**src/rtl/tmr8_pkg.sv**
```systemverilog
package tmr8_pkg;

    localparam int TMR_W = 8;

    typedef enum logic [1:0] {
        WM_FREE    = 2'd0,
        WM_PWM_A   = 2'd1,
        WM_CLR_CMP = 2'd2,
        WM_PWM_B   = 2'd3
    } wave_mode_e;

    typedef enum logic [1:0] {
        PA_NONE   = 2'd0,
        PA_TOGGLE = 2'd1,
        PA_LOW    = 2'd2,
        PA_HIGH   = 2'd3
    } pin_act_e;

    localparam int FLG_OVF = 0;
    localparam int FLG_CMP = 1;
    localparam int FLG_N   = 2;

endpackage

```
**src/rtl/tmr8_count.sv**
```systemverilog
module tmr8_count #(
    parameter int W = 8
) (
    input  logic         clk,
    input  logic         rst_n,
    input  logic         tick_en,
    input  logic         clr_on_match,
    input  logic         cnt_we,
    input  logic [W-1:0] cnt_wdata,
    input  logic         cmp_we,
    input  logic [W-1:0] cmp_wdata,
    output logic [W-1:0] count,
    output logic [W-1:0] compare,
    output logic         ovf_evt,
    output logic         match_evt
);
    localparam logic [W-1:0] CNT_MAX  = {W{1'b1}};
    localparam logic [W-1:0] CNT_ZERO = '0;
    localparam logic [W-1:0] CNT_ONE  = W'(1);

    typedef struct packed {
        logic [W-1:0] cnt;
        logic [W-1:0] cmp;
    } cnt_st_t;

    cnt_st_t st_d, st_q;
    logic    tick_ok;
    logic    at_top;
    logic    at_max;

    always_comb begin
        tick_ok   = tick_en & ~cnt_we;
        at_top    = (st_q.cnt == st_q.cmp);
        at_max    = (st_q.cnt == CNT_MAX);
        match_evt = tick_ok & at_top;
        ovf_evt   = tick_ok & at_max;

        st_d = st_q;
        if (cnt_we) begin
            st_d.cnt = cnt_wdata;
        end else if (tick_en) begin
            if (clr_on_match && at_top) begin
                st_d.cnt = CNT_ZERO;
            end else begin
                st_d.cnt = st_q.cnt + CNT_ONE;
            end
        end
        if (cmp_we) begin
            st_d.cmp = cmp_wdata;
        end
    end

    always_ff @(posedge clk) begin
        if (!rst_n) begin
            st_q <= '0;
        end else begin
            st_q <= st_d;
        end
    end

    assign count   = st_q.cnt;
    assign compare = st_q.cmp;

endmodule

```
**src/rtl/tmr8_flags.sv**
```systemverilog
module tmr8_flags #(
    parameter int N = 2
) (
    input  logic         clk,
    input  logic         rst_n,
    input  logic [N-1:0] set_evt,
    input  logic [N-1:0] sw_clr,
    input  logic [N-1:0] ack,
    input  logic [N-1:0] ie,
    output logic [N-1:0] flag,
    output logic [N-1:0] irq
);
    logic [N-1:0] flag_d, flag_q;

    always_comb begin
        for (int i = 0; i < N; i++) begin
            flag_d[i] = set_evt[i] | (flag_q[i] & ~(sw_clr[i] | ack[i]));
        end
    end

    always_ff @(posedge clk) begin
        if (!rst_n) begin
            flag_q <= '0;
        end else begin
            flag_q <= flag_d;
        end
    end

    for (genvar g = 0; g < N; g++) begin : g_irq
        assign irq[g] = flag_q[g] & ie[g];
    end

    assign flag = flag_q;

endmodule

```
**src/rtl/tmr8_wave.sv**
```systemverilog
module tmr8_wave
    import tmr8_pkg::*;
(
    input  logic       clk,
    input  logic       rst_n,
    input  logic       match_evt,
    input  logic [1:0] out_mode,
    output logic       wave_out
);
    logic pin_d, pin_q;

    always_comb begin
        pin_d = pin_q;
        if (match_evt) begin
            case (pin_act_e'(out_mode))
                PA_TOGGLE: pin_d = ~pin_q;
                PA_LOW:    pin_d = 1'b0;
                PA_HIGH:   pin_d = 1'b1;
                default:   pin_d = pin_q;
            endcase
        end
    end

    always_ff @(posedge clk) begin
        if (!rst_n) begin
            pin_q <= 1'b0;
        end else begin
            pin_q <= pin_d;
        end
    end

    assign wave_out = pin_q;

endmodule

```
**src/rtl/tmr8_cc.sv**
```systemverilog
module tmr8_cc
    import tmr8_pkg::*;
#(
    parameter int CNT_W = TMR_W
) (
    input  logic             clk,
    input  logic             rst_n,
    input  logic             tick_en,
    input  logic [1:0]       wave_mode,
    input  logic [1:0]       out_mode,
    input  logic             cnt_we,
    input  logic [CNT_W-1:0] cnt_wdata,
    input  logic             cmp_we,
    input  logic [CNT_W-1:0] cmp_wdata,
    input  logic             ovf_clr,
    input  logic             cmp_clr,
    input  logic             ovf_ack,
    input  logic             cmp_ack,
    input  logic             ovf_ie,
    input  logic             cmp_ie,
    output logic [CNT_W-1:0] count,
    output logic [CNT_W-1:0] compare,
    output logic             ovf_flag,
    output logic             cmp_flag,
    output logic             ovf_irq,
    output logic             cmp_irq,
    output logic             wave_out
);
    logic             clr_on_match;
    logic             ovf_evt;
    logic             match_evt;
    logic [FLG_N-1:0] f_set, f_clr, f_ack, f_ie, f_flag, f_irq;

    // Only the clear-on-compare encoding alters the sequence; PWM codes fall back to free-running.
    assign clr_on_match = (wave_mode_e'(wave_mode) == WM_CLR_CMP);

    tmr8_count #(.W(CNT_W)) u_count (
        .clk          (clk),
        .rst_n        (rst_n),
        .tick_en      (tick_en),
        .clr_on_match (clr_on_match),
        .cnt_we       (cnt_we),
        .cnt_wdata    (cnt_wdata),
        .cmp_we       (cmp_we),
        .cmp_wdata    (cmp_wdata),
        .count        (count),
        .compare      (compare),
        .ovf_evt      (ovf_evt),
        .match_evt    (match_evt)
    );

    always_comb begin
        f_set[FLG_OVF] = ovf_evt;
        f_set[FLG_CMP] = match_evt;
        f_clr[FLG_OVF] = ovf_clr;
        f_clr[FLG_CMP] = cmp_clr;
        f_ack[FLG_OVF] = ovf_ack;
        f_ack[FLG_CMP] = cmp_ack;
        f_ie[FLG_OVF]  = ovf_ie;
        f_ie[FLG_CMP]  = cmp_ie;
    end

    tmr8_flags #(.N(FLG_N)) u_flags (
        .clk     (clk),
        .rst_n   (rst_n),
        .set_evt (f_set),
        .sw_clr  (f_clr),
        .ack     (f_ack),
        .ie      (f_ie),
        .flag    (f_flag),
        .irq     (f_irq)
    );

    assign ovf_flag = f_flag[FLG_OVF];
    assign cmp_flag = f_flag[FLG_CMP];
    assign ovf_irq  = f_irq[FLG_OVF];
    assign cmp_irq  = f_irq[FLG_CMP];

    tmr8_wave u_wave (
        .clk       (clk),
        .rst_n     (rst_n),
        .match_evt (match_evt),
        .out_mode  (out_mode),
        .wave_out  (wave_out)
    );

endmodule

```
**config.mk**
```make
export PLATFORM = sky130hd
export DESIGN_NAME = tmr8_cc
export DESIGN_NICKNAME = d
export VERILOG_FILES = /design/src/rtl/tmr8_pkg.sv /design/src/rtl/tmr8_count.sv /design/src/rtl/tmr8_flags.sv /design/src/rtl/tmr8_wave.sv /design/src/rtl/tmr8_cc.sv
export SDC_FILE = /design/constraint.sdc
export NUM_CORES = 1
export LEC_CHECK = 0
export ABC_CLOCK_PERIOD_IN_PS = 2000
export BUFFER_PORTS_ARGS = -buffer_cell sky130_fd_sc_hd__buf_2
export CAP_MARGIN = 20
export CORE_UTILIZATION = 45
export CTS_CLUSTER_SIZE = 20
export DETAILED_ROUTE_END_ITERATION = 10
export GPL_TIMING_DRIVEN = 0
export PLACE_DENSITY = 0.87
export SYNTH_ARGS = -nofsm -noshare
export SYNTH_HDL_FRONTEND = slang
export SYNTH_SLANG_ARGS = --single-unit
```
**constraint.sdc**
```tcl
create_clock -name clk -period 2 [get_ports clk]
set_clock_uncertainty 0.1 [all_clocks]
set_input_delay 0.3 -clock clk [delete_from_list [all_inputs] [get_ports clk]]
set_output_delay 0.3 -clock clk [all_outputs]
set_load 0.005 [all_outputs]
```
* Word level (Yosys, flattened, before mapping)
Index checks and enable logic that the tools add are counted.
Storage, ports and cells: register bits 19, logic and storage cells 34, input port bits 31
Cells by class: reduce and logical (&&, ||, !) cells 4, muxes and demuxes 4, bitwise operators 15, eq/ne operators 6, add/subtract/negate cells 1
Operator list (count):
- $mux 8 | 3
- $add 8x1->8 const B | 1
- $eq 8x8->1 | 1
- $eq 8x8->1 const B | 1
- $and 1x1->1 | 7
- $eq 2x2->1 const B | 3
- $not 1->1 | 4
- $or 1x1->1 | 4
- $pmux 1 s3 | 1
- $reduce_bool 3->1 | 1
- $eq 2x1->1 const B | 1
- $reduce_and 2->1 | 1
- $reduce_bool 2->1 | 1
- $logic_and 1x1->1 | 1

* Longest topological paths before layout
depth in word-level cells 5, depth in mapped cells 5, depth with buffers taken out 4

* Cells and area by module
A second synthesis with hierarchy kept.
Second synthesis, totals: cells, all modules 117, area total of the unflattened synthesis 1079.8 um2
Modules (own cells, without submodules):
- tmr8_count | instances 1, cells an instance 101, area an instance 922.1 um2
- tmr8_flags | instances 1, cells an instance 9, area an instance 92.6 um2
- tmr8_wave | instances 1, cells an instance 6, area an instance 51.3 um2
- tmr8_cc | instances 1, cells an instance 1, area an instance 13.8 um2

* Worst setup path after synthesis
OpenSTA, ideal clock, no wires.
kind register -> register, start register u_count.st_q, in the netlist u_count.count[0], end register u_count.st_q, in the netlist u_count.count[0], cell stages (with the launch flop) 5, setup slack 0.458 ns, setup time 0.127 ns, arrival 1.315 ns, cells stage by stage dfxtp_1 xor2_1 nor4_4 a41o_4 o22ai_2
Between the ends: longest elaborated chain between the ends 5, elaborated cells on any way between the ends 6, classes of those cells add/sub (1); eq/ne (1); mux (3); reduce/logical (1)
RTL lines:
- from (decl) | line tmr8_count.sv:26 | cnt_st_t st_d, st_q;
- from (signal assigned) | line tmr8_count.sv:57 | st_q <= st_d;
- parallel branches: the longest is 2 deep, another holds $add 8x1->8
- $mux 8 * | line tmr8_count.sv:42 | if (clr_on_match && at_top) begin
- $mux 8 * | line tmr8_count.sv:41 | end else if (tick_en) begin
- $mux 8 * | line tmr8_count.sv:39 | if (cnt_we) begin
Mark *: on every way between the ends. The select of a mux whose other input is x is not followed. A chain may end at the register's enable or synchronous reset.

* Worst setup path in the final report
Ends and elaborated chain as after synthesis.

==> impl_metrics.py <==
metrics = {
    "run_status": {
        "outcome": "finished, final reports clean",
    },
    "clocking": {
        "tritoncts": "built",
        "cts_buffer_depth": 2,
        "numCtsBuffers": 3,
        "holdBufCountCts": 0,
        "postCtsSetupBuffers": 0,
        "root_buffer": "clkbuf_4",
        "path_clk_slew_ns": 0.12,
        "clk_latency_ns": 0.31,
        "cts_sinks": 19,
        "htreeDepth": 1,
        "cts_resized": 0,
    },
    "synth": {
        "synth.top_cell.area_share": 0.348,
        "syn_nets": 147,
        "ys_top_cells_by_area": "dfxtp_1, xor2_1, o22ai_2, mux2i_1, nor3b_1",
        "synth_top_family_by_area": "simple AND/OR/NAND/NOR gates",
        "synth_cell_type_count": 30,
        "synthXorXnorAreaFrac": 0.112,
        "synth_seq_area_share": 0.348,
        "synthesis.area_sq_um": 1090,
        "ys_seq_elements": 19,
        "synthAdderAreaFrac": 0.0114,
        "synth.mux.area_fraction": 0.0732,
        "yosysTopAreaCell": "dfxtp_1",
        "ys_warn_count": 0,
        "synth_compound_area_frac": 0.180,
        "syn_avg_cell_area_sq_um": 9.51,
        "netlist_instances": 115,
        "yosys.area_share.simple": 0.233,
    },
    "global_route": {
        "grt_max_degree": 12,
        "grt_usage": 0.209,
        "overflow": 0,
        "grt_pass1_vias": 961,
        "grt_pass1_wl_um": 4010,
        "antenna_found_initial": 0,
    },
    "placed_design": {
        "routabilityCongestion": 0.798,
        "preCtsSetupSlack_ns": 0.303,
        "dp_hpwl_um": 2020,
        "port-buffer-count": 48,
        "placed_area_sq_um": 1370,
        "dp.cells": 191,
    },
    "worst_setup_path": {
        "rrSetupSlack_ns": 0.27,
        "cp.arrival_ns": 1.83,
        "worst-path-buf-inv": 0,
        "worst_setup_path_start_kind": "flip-flop",
        "endpoint_kind": "flip-flop",
        "crit_chain": "xor2_1 -> nor4_4 -> a41o_4 -> o22ai_2",
        "cpMaxStageDelayCell": "dfxtp_1",
        "critical_path_required_ns": 2.10,
        "cpPeakStageDelay_ns": 0.53,
        "critPathMaxFanout": 8,
        "worst-setup-path-type": "flip-flop to flip-flop",
        "path_delay_family": "flip-flops",
    },
    "floorplanning": {
        "die_area_sq_um": 2630,
        "start_util": 0.485,
        "fp.dieH_um": 51.3,
        "core_sq_um": 2250,
        "rows": 17,
        "die_w_um": 51.3,
        "num_io_pins": 52,
    },
    "sta": {
        "slew_headroom": 0.638,
        "worstMarginPinSlew_ns": 0.543,
        "tns_ns": 0,
        "setup_ws_ns": 0.270,
        "finalCriticalPeriod_ns": 1.73,
        "fmax_mhz": 578,
        "grt_setup_unrepaired": "no",
        "hold_violations": 0,
        "post-route-period-util": 0.865,
        "drv_slew": 0,
        "finalSetupViolCount": 0,
    },
    "finish": {
        "multiInputGateArea_sq_um": 667,
        "seq_area_sq_um": 380,
        "fillers": 205,
        "area_growth_pct": 27.7,
        "num-nets-final": 200,
        "layout-drive-gt1-share": 0.395,
        "finalNonFillerCells": 195,
        "antennaDiodeCount": 0,
        "design_area_sq_um": 1400,
        "postLayoutCoreUtil": 0.619,
    },
    "power": {
        "p_int_uw": 597,
        "switchingPower_uw": 276,
        "clockPowerShare": 0.234,
        "combPwrFrac": 0.252,
        "switching_share": 0.316,
        "leakage_uw": 0.000668,
        "powerDensity_nw_per_um2": 626,
        "irDropWorstVdd_uv": 392,
        "p_seq_frac": 0.514,
    },
    "drt": {
        "drc": 0,
        "first_pass_iters": 4,
        "drt_iter0_drc": 9,
        "drt_wl_total_um": 2630,
        "routed_via_density": 5.35,
        "vias": 1043,
        "detail-route-antenna-nets": 0,
        "wl_per_cell_um": 13.5,
    },
    "min_path": {
        "hold_path.class": "input port to flip-flop",
    },
    "run": {
        "maxCapViolations": 0,
    },
}
## metal layers
| metal | share of wire | global-route usage | up-vias |
|---|---|---|---|
| met5 | 0 | 0 | - |
| met4 | 0.027 | 0.135 | 0 |
| met3 | 0.053 | 0.0506 | 9 |
| met2 | 0.51 | 0.371 | 36 |
| met1 | 0.41 | 0.217 | 477 |
| li1 | - | - | 521 |
## path summary, 6_finish.rpt
kind / startpoint / to / cells after the start
worst max register to register: u_count.count[0] / u_count.count[0] / 4
worst max-delay path: u_count.count[0] / u_count.count[0] / 4
worst min-delay path: cmp_wdata[6] / u_count.compare[6] / 3
worst min register to register: u_flags.flag[0] / u_flags.flag[0] / 2
## power groups by stage
stage	combinational [uW]	sequential, uW	clock (uW)
2_1_floorplan	139	454	0
3_5_place_dp	220	457	0
4_1_cts	222	448	212
6_report	220	449	204
3_3_place_gp	212	454	0
5_1_grt	241	453	226
## synthesized netlist by cell type, drive strengths merged
master	number
inv	4
buf	2
clkbuf	4
a21oi	10
nand2	6
nor3b	7
a41o	1
ha	1
dfxtp	19
nand3b	1
nand4	1
o22ai	8
nand2b	1
and4	1
and2	2
nor2	11
a41oi	1
xor2	13
and2b	1
a22oi	1
xnor2	1
nand3	5
and4b	1
o32ai	1
nor4	2
or3	1
and3	1
mux2i	8
## layout make-up
class | count | area share
Multi-Input combinational cell | 86 | 0.478
Inverter | 4 | 0.0108
Timing Repair Buffer | 48 | 0.172
Clock buffer | 3 | 0.0161
Clock inverter | 1 | 0.00358
Buffer | 6 | 0.0224
Tap cell | 28 | 0.0251
Sequential cell | 19 | 0.272
## cells by family after synthesis
logic type / Yosys count
simple gates: 41
compound gates: 22
flops: 19
xor+xnor: 14
buf+inv: 10
mux: 8
fa+ha+maj: 1
## stage by stage
step,power [uW],hold slack [ns]
2_1_floorplan,593,0.348
3_3_place_gp,667,0.350
3_5_place_dp,677,0.367
4_1_cts,882,0.121
5_1_grt,920,0.125
6_report,874,0.124
## placed cells by master (no fill, tap or decap)
cell type  Yosys  layout
nand2b_1       1       1
and3_1         1       1
and4b_1        1       1
nor2_1        11      11
clkbuf_1       4       4
mux2i_1        8       8
ha_1           1       1
nor3b_1        7       7
xor2_1        13      13
inv_2          1       1
nand2_1        6       6
nand3_1        5       5
a41o_4         1       1
nand3b_1       1       1
buf_2          1      49
buf_6          1       1
and2b_1        1       1
a22oi_1        1       1
inv_1          3       3
a41oi_1        1       1
and4_1         1       1
xnor2_1        1       1
or3_1          1       1
nor4_4         2       2
and2_1         2       2
clkbuf_4       0       3
dfxtp_1       19      19
clkinv_2       0       1
o22ai_2        8       8
a21oi_1       10      10
o32ai_1        1       1
nand4_1        1       1
## worst register-to-register path: stages (launching register included)
cell and delay, ns:
dfxtp_1 0.53, xor2_1 0.16, nor4_4 0.38, a41o_4 0.36
o22ai_2 0.09
## registers in the layout, indices dropped and copies added (netlist names)
| name | cells |
|---|---|
| u_count.count | 8 |
| u_wave.wave_out | 1 |
| u_count.compare | 8 |
| u_flags.flag | 2 |
Power figures use the tool's default switching activity.
